**src/rtl/mm_strobe_pkg.sv**
```systemverilog
package mm_strobe_pkg;

    typedef enum logic [1:0] {
        ACC_FETCH     = 2'b00,
        ACC_READ      = 2'b01,
        ACC_WRITE     = 2'b10,
        ACC_WRITE_ALT = 2'b11
    } acc_t;

    typedef enum logic {
        SEL_NORMAL = 1'b0,
        SEL_MGMT   = 1'b1
    } sel_t;

    typedef enum logic [1:0] {
        ST_IDLE = 2'b00,
        ST_NORM = 2'b01,
        ST_MGMT = 2'b10
    } stb_state_t;

    function automatic logic is_code(input acc_t a);
        return a == ACC_FETCH;
    endfunction

endpackage

```
**src/rtl/mm_region_match.sv**
```systemverilog
module mm_region_match #(
    parameter int ADDR_W = 32,
    parameter int SZ_W   = $clog2(ADDR_W)
) (
    input  logic [ADDR_W-1:0] addr,
    input  logic [ADDR_W-1:0] base,
    input  logic [SZ_W-1:0]   size_log2,
    output logic              hit
);
    logic [ADDR_W-1:0] bit_ok;

    // A bit below the window size is free; above it, it must equal the base.
    for (genvar i = 0; i < ADDR_W; i++) begin : g_bit
        localparam logic [SZ_W:0] IDX = (SZ_W+1)'(i);
        assign bit_ok[i] = (IDX < {1'b0, size_log2}) || (addr[i] == base[i]);
    end

    assign hit = &bit_ok;
endmodule

```
**src/rtl/mm_strobe_decide.sv**
```systemverilog
module mm_strobe_decide
    import mm_strobe_pkg::*;
(
    input  logic in_mgmt,
    input  logic hit,
    input  acc_t acc,
    input  logic main_mem_en,
    input  logic mgmt_acc_en,
    output sel_t sel
);
    logic code;
    assign code = is_code(acc);

    always_comb begin
        sel = SEL_NORMAL;
        unique case ({in_mgmt, hit})
            2'b00, 2'b01: begin
                // normal mode: only the window-access enable opens the window
                sel = (hit && mgmt_acc_en) ? SEL_MGMT : SEL_NORMAL;
            end
            2'b10: begin
                sel = SEL_NORMAL;
            end
            2'b11: begin
                // code in the window always stays private; data may escape
                sel = (code || !main_mem_en) ? SEL_MGMT : SEL_NORMAL;
            end
            default: sel = SEL_NORMAL;
        endcase
    end
endmodule

```
**src/rtl/mm_strobe_fsm.sv**
```systemverilog
module mm_strobe_fsm
    import mm_strobe_pkg::*;
(
    input  logic clk,
    input  logic rst_n,
    input  logic req,
    input  sel_t sel,
    output logic norm_stb,
    output logic mgmt_stb
);
    stb_state_t state, state_nx;

    always_comb begin
        state_nx = ST_IDLE;
        if (req) begin
            unique case (sel)
                SEL_NORMAL: state_nx = ST_NORM;
                SEL_MGMT:   state_nx = ST_MGMT;
                default:    state_nx = ST_NORM;
            endcase
        end
    end

    always_ff @(posedge clk or negedge rst_n) begin
        if (!rst_n) state <= ST_IDLE;
        else        state <= state_nx;
    end

    always_comb begin
        norm_stb = 1'b0;
        mgmt_stb = 1'b0;
        unique case (state)
            ST_IDLE: ;
            ST_NORM: norm_stb = 1'b1;
            ST_MGMT: mgmt_stb = 1'b1;
            default: ;
        endcase
    end
endmodule

```
**src/rtl/mm_strobe_sel.sv**
```systemverilog
module mm_strobe_sel
    import mm_strobe_pkg::*;
#(
    parameter int ADDR_W = 32,
    parameter int SZ_W   = $clog2(ADDR_W)
) (
    input  logic              clk,
    input  logic              rst_n,
    input  logic              cyc_req,
    input  logic [ADDR_W-1:0] cyc_addr,
    input  logic [1:0]        cyc_acc,
    input  logic              in_mgmt,
    input  logic [ADDR_W-1:0] rgn_base,
    input  logic [SZ_W-1:0]   rgn_size_log2,
    input  logic              main_mem_en,
    input  logic              mgmt_acc_en,
    output logic              norm_stb,
    output logic              mgmt_stb
);
    logic hit;
    sel_t sel;
    acc_t acc;

    assign acc = acc_t'(cyc_acc);

    mm_region_match #(.ADDR_W(ADDR_W), .SZ_W(SZ_W)) u_match (
        .addr      (cyc_addr),
        .base      (rgn_base),
        .size_log2 (rgn_size_log2),
        .hit       (hit)
    );

    mm_strobe_decide u_decide (
        .in_mgmt     (in_mgmt),
        .hit         (hit),
        .acc         (acc),
        .main_mem_en (main_mem_en),
        .mgmt_acc_en (mgmt_acc_en),
        .sel         (sel)
    );

    mm_strobe_fsm u_fsm (
        .clk      (clk),
        .rst_n    (rst_n),
        .req      (cyc_req),
        .sel      (sel),
        .norm_stb (norm_stb),
        .mgmt_stb (mgmt_stb)
    );
endmodule

```
**config.mk**
```make
export PLATFORM = sky130hd
export DESIGN_NAME = mm_strobe_sel
export DESIGN_NICKNAME = d
export VERILOG_FILES = /design/src/rtl/mm_strobe_pkg.sv /design/src/rtl/mm_region_match.sv /design/src/rtl/mm_strobe_decide.sv /design/src/rtl/mm_strobe_fsm.sv /design/src/rtl/mm_strobe_sel.sv
export SDC_FILE = /design/constraint.sdc
export NUM_CORES = 1
export LEC_CHECK = 0
export BUFFER_PORTS_ARGS = -buffer_cell sky130_fd_sc_hd__buf_2
export CAP_MARGIN = 20
export CORE_ASPECT_RATIO = 1.25
export CORE_MARGIN = 2
export CORE_UTILIZATION = 25
export DETAILED_ROUTE_END_ITERATION = 12
export GPL_TIMING_DRIVEN = 1
export SYNTH_ARGS = -nofsm -noshare
export SYNTH_HDL_FRONTEND = slang
export SYNTH_SLANG_ARGS = --single-unit
```
**constraint.sdc**
```tcl
create_clock -name clk -period 0.8 [get_ports clk]
set_input_delay 0.12 -clock clk [delete_from_list [all_inputs] [get_ports clk]]
set_output_delay 0.12 -clock clk [all_outputs]
set_load 0.02 [all_outputs]
```
# Word level (Yosys, flattened, before mapping)
# Index checks and enable logic that the tools add are counted.
# W data, S select, Z words.
dict set report totals {
  ff_bits 2
}
dict set report op_classes {
  order_cmp 31
  n_eq_ne 37
  muxes 7
  n_bitwise 1
  reduce_logical 38
}
# op count
set ops {}
lappend ops {{$lt A5 B5 Y1 const A} 15}
lappend ops {{$lt A4 B5 Y1 const A} 8}
lappend ops {{$eq A1 B1 Y1} 32}
lappend ops {{$logic_or A1 B1 Y1} 32}
lappend ops {{$reduce_and A32 Y1} 1}
lappend ops {{$lt A3 B5 Y1 const A} 4}
lappend ops {{$lt A1 B5 Y1 const A} 2}
lappend ops {{$lt A2 B5 Y1 const A} 2}
lappend ops {{$eq A2 B2 Y1 const B} 3}
lappend ops {{$eq A2 B1 Y1 const B} 2}
lappend ops {{$logic_not A2 Y1} 2}
lappend ops {{$mux W1} 4}
lappend ops {{$pmux W2 S2} 1}
lappend ops {{$pmux W1 S3} 1}
lappend ops {{$mux W2} 1}
lappend ops {{$reduce_or A2 Y1} 1}
lappend ops {{$logic_and A1 B1 Y1} 1}
lappend ops {{$logic_not A1 Y1} 1}
lappend ops {{$not A1 Y1} 1}

# Longest topological paths before layout
# Gate-level depths: netlist of the first run.
dict set report logic_depth {
  ltp_word 9
  mapped_depth 7
}

# By module
# Synthesis of the first run repeated with hierarchy kept, for this count alone.
dict set report hier_totals {
  cells_unflattened 106
  hier_area_um2 778.2
}
# mod n_inst cells_each area_each_um2 seq_area_each_um2
set modules_own_cells {}
lappend modules_own_cells {mm_region_match 1 97 685.7 0.0}
lappend modules_own_cells {mm_strobe_fsm 1 6 75.1 50.0}
lappend modules_own_cells {mm_strobe_decide 1 3 17.5 0.0}

# Worst setup path before layout of the first run
# Ideal clock, no wire load.
dict set report synth_path {
  kind {in2reg}
  start {input port rgn_size_log2[3]}
  end {register u_fsm.state[1]}
  setup_ps 68
  arrival_ps 1271
  required_time_ps 732
  slack_ps -539
  path_stages 6
  path_buffers 1
  path_cell_list {buf_4 -> and4_1 -> o32ai_1 -> a311o_1 -> nor4_2 -> and4_1}
}
dict set report synth_between {
  elab_chain_len 9
}
# item line
set synth_lines {}
lappend synth_lines {{start, declared} mm_strobe_sel.sv:14} ;# input logic [SZ_W-1:0] rgn_size_log2,
lappend synth_lines {{$lt A1 B5 Y1 (tied with other cells)} mm_region_match.sv:15} ;# assign bit_ok[i] = (IDX < {1'b0, size_log2}) || (addr[i] == base[i]);
lappend synth_lines {{$logic_or A1 B1 Y1} mm_region_match.sv:15}
lappend synth_lines {{$reduce_and A32 Y1 *} mm_region_match.sv:18} ;# assign hit = &bit_ok;
lappend synth_lines {{$eq A2 B1 Y1 (tied with other cells)} mm_strobe_decide.sv:16} ;# unique case ({in_mgmt, hit})
lappend synth_lines {{$reduce_or A2 Y1 / $mux W1 (equally long branches)} {mm_strobe_decide.sv:16, mm_strobe_decide.sv:19}}
lappend synth_lines {{$pmux W1 S3 *} mm_strobe_decide.sv:16}
lappend synth_lines {{$not A1 Y1} mm_strobe_fsm.sv:16} ;# unique case (sel)
lappend synth_lines {{$pmux W2 S2 *} mm_strobe_fsm.sv:16}
lappend synth_lines {{$mux W2 *} mm_strobe_fsm.sv:15} ;# if (req) begin
lappend synth_lines {{named net u_fsm.state_nx[1]} mm_strobe_fsm.sv:11} ;# stb_state_t state, state_nx;
lappend synth_lines {{end signal, assigned} mm_strobe_fsm.sv:26} ;# else state <= state_nx;
lappend synth_lines {{end, declared} mm_strobe_fsm.sv:11}
# The timed path passes the listed nets; every way through them passes the cells marked *.

# Worst setup path after layout of the first run
dict set report layout_path {
  start {input port cyc_addr[30]}
  end {register u_fsm.state[1]}
}
dict set report layout_between {
  elab_chain_len 9
}
# item line
set layout_lines {}
lappend layout_lines {{start, declared} mm_strobe_sel.sv:10} ;# input logic [ADDR_W-1:0] cyc_addr,
lappend layout_lines {{$eq A1 B1 Y1 *} mm_region_match.sv:15}
lappend layout_lines {{$logic_or A1 B1 Y1 *} mm_region_match.sv:15}
lappend layout_lines {{$reduce_and A32 Y1 *} mm_region_match.sv:18}
lappend layout_lines {{$eq A2 B1 Y1 (tied with other cells)} mm_strobe_decide.sv:16}
lappend layout_lines {{$reduce_or A2 Y1 / $mux W1 (equally long branches)} {mm_strobe_decide.sv:16, mm_strobe_decide.sv:19}}
lappend layout_lines {{$pmux W1 S3 *} mm_strobe_decide.sv:16}
lappend layout_lines {{$not A1 Y1} mm_strobe_fsm.sv:16}
lappend layout_lines {{$pmux W2 S2 *} mm_strobe_fsm.sv:16}
lappend layout_lines {{$mux W2 *} mm_strobe_fsm.sv:15}
lappend layout_lines {{named net u_fsm.state_nx[1]} mm_strobe_fsm.sv:11}
# Marked as above.

==> qor.yml, run 1 <==
detailed_routing:
  ant_nets: 0
  vias: 1147
  wl_per_cell_um: 11.99
  drt_pass1_iterations: 4
  routed_wl_um: 2793
  drc: 0
  drtIter0Drc: 12
  viasPerCell: 4.923
timing:
  slew_headroom_pct: 77.61
  rsz0062_at_grt: "yes"
  worstMarginPinSlew_ns: 0.3359
  setup_viol: 4
  fmax_ghz: 0.7923
  fin_ws_ns: -0.4621
  post-route-period-util_pct: 157.8
  period_minus_slack_ns: 1.262
  finalHoldViolCount: 0
  maxSlewViolCount: 0
worst_setup_path:
  crit_path_start_kind: "input port"
  worst_ep_required_time_ns: 0.96
  path_max_fanout: 2
  worstPathArrival_ns: 1.42
  critPathKind: "input port to register"
  end_kind: "register"
clocking:
  cts_root_buf: "clkbuf_4"
  cts_sinks: 2
  tritoncts: "done"
  numCtsBuffers: 3
  h-tree-depth: 1
  clk_pin_slew_ns: 0.03
  cts_max_path_buffers: 2
synth:
  syn_avg_cell_area_sq_um: 7.374
  synth_top_area_share_pct: 25.37
  synth-compound-area-share_pct: 30.48
  synth_seq_cells: 2
  yosysWarnings: 0
  syn_inst: 103
  synth_nets: 180
  synth_top_family_by_area: "XOR/XNOR gates"
  synthAdderAreaFrac_pct: 1.318
  synthesis.area_sq_um: 759.5
  synth-simple-area-share_pct: 18.62
  synth.area.mux_share_pct: 0
  yosys-top-cells-area: "xor2_1, xnor2_1, dfrtp_1"
  yosysUniqueCellTypes: 31
  synth_xor_area_share_pct: 36.90
  synth_seq_area_share_pct: 6.590
  synth_area_leader_cell: "xor2_1"
outcome:
  violations: "negative setup slack"
  outcome: "finished, violations left"
floorplanning:
  num_rows: 22
  core-area_sq_um: 2918
  num_io_pins: 79
  die_h_um: 65.63
  fp.dieArea_sq_um: 3498
  start_util_pct: 26.03
  die-width_um: 53.30
placed_design:
  place_congestion: 0.7887
  port-buffer-count: 78
  dp_hpwl_um: 2286
  placed_cell_area_sq_um: 1305
global_route:
  antenna_found_initial: 0
  grt_overflow_total: 0
  grt_pass1_vias: 1142
  grt_max_degree: 11
  grt_util_all_layers_pct: 16.15
  grt_pass1_wl_um: 4388
finish:
  largestRegisters: "u_fsm.state: 2 flops"
  stdcell_area_sq_um: 1514
  antenna_cells: 0
  nFillCells: 304
  largest_register: "u_fsm.state"
  fin_util_pct: 51.89
  final_nets: 276
  area_growth_pct: 99.34
  drive_gt1_share_pct: 57.87
  largest_reg_flops: 2
flow_run:
  maxCapViolCount: 0
power:
  leakagePower_nw: 0.7327
  power_density_nw_per_um2: 737.5
  irDropWorstVdd_mv: 0.5515
worst_hold_path:
  min_path_type: "input port to register"
## repair_timing
item	4_1_cts	5_1_grt
setup buffers	1	1
endpoints found under the setup margin	4	4
cloned	0	0
endpoints found under the hold margin	2	0
hold buffers	1	0
gates resized for setup	16	17
pin swaps	7	8
## worst paths after layout
kind                              start        endpoint  cells after the start
setup / recovery           cyc_addr[30]  u_fsm.state[1]                      7
min in group asynchronous         rst_n  u_fsm.state[1]                      2
max in group asynchronous         rst_n  u_fsm.state[0]                      2
hold / removal                  cyc_req  u_fsm.state[0]                      3
## layout make-up
cell class                 count  area, sq um  share of cell area (%)
timing repair buffer          97        625.6                   41.32
sequential                     2        50.05                   3.306
clock buffer                   3        22.52                   1.488
inverter                       3        15.01                  0.9917
tap                           36        45.04                   2.975
multi-input combinational     92        755.7                   49.92
## cell usage after synthesis (all sizes together)
master and number:
xor2 22, xnor2 10, o21ai 7, buf 6, nand3 6, a21oi 5
nand2 5, a32oi 4, nor2 4, inv 3, nor4 3, o211ai 3
a211oi 2, a221o 2, a22oi 2, a31oi 2, and4 2, dfrtp 2
nor2b 2, nor3 2, a221oi 1, a311o 1, and2 1, maj3 1
nand4 1, o21bai 1, o31ai 1, o32ai 1, o41ai 1
## worst max-delay path, stage by stage
cell and delay, ns:
buf_6 0.09, xnor2_2 0.21, buf_4 0.15, a21oi_2 0.05
a221o_1 0.30, nor4_4 0.28, and4_1 0.22
## cells in the final DEF, fill, tap and decap left out, types with 2 or more instances in the layout
cell / synthesis / routed
nor2_1: 4 / 4
a22oi_1: 2 / 2
a211oi_1: 2 / 2
nand3_1: 6 / 6
o211ai_1: 3 / 3
nor2b_4: 0 / 2
xnor2_1: 10 / 5
buf_2: 4 / 69
inv_1: 3 / 2
xor2_1: 22 / 22
dfrtp_1: 2 / 2
a31oi_1: 2 / 2
a221o_1: 2 / 2
buf_6: 0 / 8
buf_12: 0 / 3
a21oi_1: 5 / 4
a32oi_1: 4 / 4
clkbuf_4: 0 / 3
o21ai_0: 7 / 5
buf_4: 2 / 16
nor3_1: 2 / 2
nand2_1: 5 / 5
xnor2_2: 0 / 5
## through the flow
step                      TNS (ns)  total power, mW  setup WS (ns)  cells  hold WS [ns]
final                       -1.337            1.117        -0.4621    233        0.1190
after global routing        -1.515            1.222        -0.5070    233        0.1360
after CTS                   -1.159            1.076        -0.4003    232        0.1118
after detailed placement    -1.350           0.7768        -0.6949    227      -0.09266
after global placement      -1.252           0.7599        -0.6370    227      -0.09427
after floorplan            -0.9201           0.4319        -0.4760    103       -0.1756
## kinds of logic (layout without fill, tap and decap cells)
logic type,Yosys count,after routing
AO/OA/AOI/OAI,33,33
XOR/XNOR,32,32
AND/OR/NAND/NOR,26,26
buffers and inverters,9,103
flip-flops,2,2
adder cells (fa/ha/maj),1,1
## metal layers
layer	wire, um	vias up	GRT usage, %
met5	0	-	0
met4	51	0	7.051
met3	224	6	2.273
met2	1571	53	30.86
met1	946	510	16.53
li1	-	578	-
## power by group
group	switching, mW	internal, mW	total [mW]
clock	0.0630	0.166	0.229
combinational	0.339	0.440	0.780
sequential	0.00326	0.105	0.108
total	0.406	0.711	1.12
(Power assumes the default switching activity.)
==> run 2: changes to the inputs <==
Settings changed: CELL_PAD_IN_SITES_DETAIL_PLACEMENT set to 1, CELL_PAD_IN_SITES_GLOBAL_PLACEMENT set to 1, CORE_UTILIZATION 25 to 23, PLACE_DENSITY_LB_ADDON set to 0.1.
==> qor.yml, run 2 (synthesis gave the netlist of run 1 again) <==
timing:
  post-route-period-util_pct: 158.9  # was 157.8%
  setup_viol: 4  # unchanged
  worstMarginPinSlew_ns: 0.3593  # was 0.3359 ns
  fmax_ghz: 0.7866  # was 0.7923 GHz
  maxSlewViolCount: 0  # unchanged
  slew_headroom_pct: 75.89  # was 77.61%
  fin_ws_ns: -0.4713  # was -0.4621 ns
  period_minus_slack_ns: 1.271  # was 1.262 ns
  rsz0062_at_grt: "yes"  # unchanged
  finalHoldViolCount: 0  # unchanged
detailed_routing:
  drc: 0  # unchanged
  routed_wl_um: 3029  # was 2793 um
  viasPerCell: 4.891  # was 4.923
  ant_nets: 0  # unchanged
  drtIter0Drc: 13  # was 12
  vias: 1164  # was 1147
  wl_per_cell_um: 12.73  # was 11.99 um
  drt_pass1_iterations: 4  # unchanged
worst_setup_path:
  slowest_stage: "a311o_1"  # was a221o_1
  worst_ep_required_time_ns: 0.95  # was 0.96 ns
  slowest_delay_ns: 0.35  # was 0.30 ns
  crit_path_start_kind: "input port"  # unchanged
  crit_end: "u_fsm.state[1]"  # unchanged
  worstPathArrival_ns: 1.42  # about the same
  worstPathCellList: "buf_8 -> and4_4 -> o32ai_2 -> a311o_1 -> nor4_2 -> and4_1"  # was buf_6 -> xnor2_2 -> buf_4 -> a21oi_2 -> a221o_1 -> nor4_4 -> and4_1
  startpoint: "rgn_size_log2[0]"  # was cyc_addr[30]
  path_max_fanout: 5  # was 2
  critPathKind: "input port to register"  # unchanged
  end_kind: "register"  # unchanged
finish:
  drive_gt1_share_pct: 56.22  # was 57.87%
  final_common_cell: "buf_2"  # unchanged
  final_cell_mix: "buf_2, xor2_1, buf_4, buf_6, xnor2_1"  # was buf_2, xor2_1, buf_4, buf_6, nand3_1
  antenna_cells: 0  # unchanged
  stdcell_area_sq_um: 1544  # was 1514 sq um
  fin_cells: 238  # was 233
  nFillCells: 423  # was 304
  area_growth_pct: 103.3  # was 99.34%
  fin_util_pct: 48.34  # was 51.89%
  largest_reg_flops: 2  # unchanged
  final_nets: 280  # was 276
  largest_register: "u_fsm.state"  # unchanged
  largestRegisters: "u_fsm.state: 2 flops"  # unchanged
clocking:
  cts_root_buf: "clkbuf_8"  # was clkbuf_4
  tritoncts: "done"  # unchanged
  numCtsBuffers: 3  # unchanged
  clk_pin_slew_ns: 0.03  # about the same
  cts_sinks: 2  # unchanged
  cts_max_path_buffers: 2  # unchanged
  h-tree-depth: 1  # unchanged
floorplanning:
  die_h_um: 68.25  # was 65.63 um
  fp.dieArea_sq_um: 3780  # was 3498 sq um
  start_util_pct: 23.78  # was 26.03%
  core-area_sq_um: 3194  # was 2918 sq um
  num_io_pins: 79  # unchanged
  num_rows: 23  # was 22
  die-width_um: 55.40  # was 53.30 um
global_route:
  grt_pass1_wl_um: 4974  # was 4388 um
  grt_overflow_total: 0  # unchanged
  grt_pass1_vias: 1158  # was 1142
  grt_util_all_layers_pct: 16.37  # was 16.15%
  grt_max_degree: 10  # was 11
  antenna_found_initial: 0  # unchanged
placed_design:
  dp_hpwl_um: 2547  # was 2286 um
  dp_slack_ns: -0.7416  # was -0.6949 ns
  port-buffer-count: 78  # unchanged
  placed_cell_area_sq_um: 1329  # was 1305 sq um
  place_congestion: 0.8101  # was 0.7887
  dp_cells: 231  # was 227
power:
  power_density_nw_per_um2: 846.3  # was 737.5 nW/um^2
  irDropWorstVdd_mv: 0.6400  # was 0.5515 mV
  leakagePower_nw: 0.7514  # was 0.7327 nW
worst_hold_path:
  min_path_type: "input port to register"  # unchanged
flow_run:
  maxCapViolCount: 0  # unchanged
outcome:
  outcome: "finished, violations left"  # unchanged
  violations: "negative setup slack"  # unchanged
run 2: final cells by class:
class	count	area, sq um	share of cell area, %
repair buffers	101	661.9	42.87
multi-input cells	92	733.2	47.49
well taps	37	46.29	2.998
clock buffers	3	41.29	2.674
flip-flops and latches	2	50.05	3.241
inverters	3	11.26	0.7293
run 2: worst min-delay path by stage:
stage	from	end	slack (ns)	cells after the start
after floorplan	rst_n	u_fsm.state[0]	-0.18	0
after global placement	rst_n	u_fsm.state[0]	-0.09	1
after detailed placement	rst_n	u_fsm.state[1]	-0.09	1
after CTS	cyc_req	u_fsm.state[0]	0.13	3
after global routing	cyc_req	u_fsm.state[0]	0.14	3
final	cyc_req	u_fsm.state[0]	0.13	3
run 2: routing by layer:
layer  GRT usage (%)  up-vias  part of all wire, %
met3           2.079        5                  5.7
met1           17.57      527                   36
met5               0        -                    0
li1                -      582                    -
met4           4.573        0                  1.2
met2           33.48       50                   57
run 2: timing repair:
item,CTS,global route
buffers inserted,2,1
pin swaps,8,10
hold endpoints to repair,2,0
hold buffers,1,0
endpoints found under the setup margin,4,4
gates resized for setup,22,7
run 2: power by group:
part           switching [mW]  internal, mW  leakage, nW  total [mW]
clock network          0.0977         0.320       0.0216       0.417
registers             0.00123         0.105       0.0256       0.106
logic                   0.335         0.449        0.704       0.783
run 2: per-stage QoR:
stage	hold slack [ns]	TNS, ns	power (mW)
2_1_floorplan	-0.1756	-0.9201	0.4319
3_3_place_gp	-0.09387	-1.348	0.7726
3_5_place_dp	-0.09153	-1.462	0.7913
4_1_cts	0.1265	-1.259	1.289
5_1_grt	0.1405	-1.557	1.399
6_report	0.1305	-1.276	1.307
run 2: critical path, delay by kind of cell:
kind	cells	cell delay (ns)
buf+inv	1	0.08
compound gates	2	0.43
simple gates	3	0.79
==> run 3: changes to the inputs <==
Settings changed: REMOVE_ABC_BUFFERS set to 1.
==> qor.yml, run 3 (synthesis gave the netlist of run 1 again) <==
detailed_routing:
  ant_nets: 0  # unchanged
  drc: 0  # unchanged
  drtIter0Drc: 23  # was 13
  vias: 1171  # was 1164
  routed_wl_um: 3299  # was 3029 um
  wl_per_cell_um: 14.10  # was 12.73 um
  viasPerCell: 5.004  # was 4.891
  drt_pass1_iterations: 4  # unchanged
clocking:
  clk_pin_slew_ns: 0.03  # about the same
  cts_sinks: 2  # unchanged
  tritoncts: "done"  # unchanged
  numCtsBuffers: 3  # unchanged
  h-tree-depth: 1  # unchanged
  cts_root_buf: "clkbuf_8"  # unchanged
  cts_max_path_buffers: 2  # unchanged
  post_cts_buffers: 0  # was 2
outcome:
  outcome: "finished, violations left"  # unchanged
  violations: "negative setup slack"  # unchanged
timing:
  fmax_ghz: 0.8318  # was 0.7866 GHz
  slew_headroom_pct: 78.27  # was 75.89%
  rsz0062_at_grt: "yes"  # unchanged
  fin_ws_ns: -0.4022  # was -0.4713 ns
  period_minus_slack_ns: 1.202  # was 1.271 ns
  worstMarginPinSlew_ns: 0.3230  # was 0.3593 ns
  setup_viol: 4  # unchanged
  finalHoldViolCount: 0  # unchanged
  post-route-period-util_pct: 150.3  # was 158.9%
  maxSlewViolCount: 0  # unchanged
finish:
  drive_gt1_share_pct: 59.90  # was 56.22%
  largest_register: "u_fsm.state"  # unchanged
  final_cell_mix: "buf_2, xor2_1, buf_4, buf_6, xnor2_1"  # unchanged
  nFillCells: 425  # was 423
  antenna_cells: 0  # unchanged
  area_growth_pct: 104.0  # was 103.3%
  largestRegisters: "u_fsm.state: 2 flops"  # unchanged
  largest_reg_flops: 2  # unchanged
  final_nets: 276  # was 280
  fin_cells: 234  # was 238
  fin_util_pct: 48.49  # was 48.34%
  final_common_cell: "buf_2"  # unchanged
global_route:
  grt_max_degree: 9  # was 10
  antenna_found_initial: 0  # unchanged
  grt_util_all_layers_pct: 17.20  # was 16.37%
  grt_overflow_total: 0  # unchanged
  grt_pass1_vias: 1283  # was 1158
  grt_pass1_wl_um: 5257  # was 4974 um
worst_hold_path:
  min_path_type: "input port to register"  # unchanged
worst_setup_path:
  worst_ep_required_time_ns: 0.94  # was 0.95 ns
  crit_path_start_kind: "input port"  # unchanged
  end_kind: "register"  # unchanged
  worstPathArrival_ns: 1.35  # was 1.42 ns
  path_max_fanout: 2  # was 5
  critPathKind: "input port to register"  # unchanged
placed_design:
  port-buffer-count: 78  # unchanged
  dp_hpwl_um: 2642  # was 2547 um
  dp_cells: 230  # was 231
  place_congestion: 0.7747  # was 0.8101
floorplanning:
  num_io_pins: 79  # unchanged
  num_rows: 23  # unchanged
  fp.dieArea_sq_um: 3780  # unchanged
  die-width_um: 55.40  # unchanged
  start_util_pct: 23.78  # unchanged
  core-area_sq_um: 3194  # unchanged
  die_h_um: 68.25  # unchanged
power:
  total_power_mw: 1.302  # was 1.307 mW
  power_density_nw_per_um2: 840.3  # was 846.3 nW/um^2
  comb_power_share_pct: 61.1  # was 60.0%
  p_sw_uw: 441.9  # was 433.6 uW
  power_switching_share_pct: 33.95  # was 33.18%
  intPower_uw: 859.7  # was 873.1 uW
  leakagePower_nw: 0.7365  # was 0.7514 nW
  irDropWorstVdd_mv: 0.7098  # was 0.6400 mV
  pwr-share-seq_pct: 8.2  # was 8.1%
  clockPowerShare_pct: 30.6  # was 31.9%
flow_run:
  maxCapViolCount: 0  # unchanged
==> run 3: changes by cell type in the layout (fill, tap and decap cells not counted), sizes merged <==
cell,delta
clkbuf,+1
buf,-5
==> run 3: area by class of cell <==
| type | count | area, sq um | share of cell area (%) |
|---|---|---|---|
| sequential | 2 | 50.05 | 3.231 |
| multi-input combinational | 92 | 792.0 | 51.13 |
| timing repair buffer | 97 | 608.1 | 39.26 |
| clock buffer | 3 | 41.29 | 2.666 |
| inverter | 3 | 11.26 | 0.7270 |
| tap | 37 | 46.29 | 2.989 |
==> run 3: final timing paths <==
path / startpoint / end / slack [ns] / depth (start not counted)
setup / recovery: rgn_base[4] / u_fsm.state[1] / -0.40 / 6
hold / removal: cyc_req / u_fsm.state[0] / 0.13 / 3
max in group asynchronous: rst_n / u_fsm.state[0] / 0.47 / 2
min in group asynchronous: rst_n / u_fsm.state[1] / 0.23 / 2
==> run 3: repair_timing <==
action                                  in CTS  in global routing
gates resized for setup                     18                 24
hold buffers                                 1                  0
hold endpoints to repair                     2                  0
pin swaps                                    9                  7
endpoints found under the setup margin       4                  4
==> run 3: per-stage QoR <==
step	TNS, ns	instance area (sq um)	setup slack (ns)	hold slack [ns]
2_1_floorplan	-0.8610	724.4	-0.4497	-0.1756
3_3_place_gp	-1.373	1296	-0.7048	-0.09594
3_5_place_dp	-1.464	1296	-0.7531	-0.09051
4_1_cts	-1.069	1438	-0.3777	0.1288
5_1_grt	-1.375	1549	-0.4814	0.1509
6_report	-1.149	1549	-0.4022	0.1291
==> run 3: worst max-delay path, stage by stage <==
cell,delay (ns)
buf_2,0.10
xor2_1,0.15
a211oi_1,0.30
a221oi_2,0.12
nor4_2,0.32
and4_1,0.23
==> run 3: power by group through the flow <==
stage                     combinational (mW)  sequential, mW  clock (mW)
after floorplan                        0.277           0.106           0
after global placement                 0.653           0.106           0
after detailed placement               0.667           0.107           0
after CTS                              0.733           0.106       0.402
after global routing                   0.876           0.108       0.431
final                                  0.796           0.107       0.399
==> run 3: metal layers <==
layer,up-vias,part of all wire [%],GRT usage (%)
met4,0,0.52,4.573
met2,46,59,36.76
met1,544,35,17.44
met5,-,0,0
li1,577,-,-
met3,4,5.1,2.079
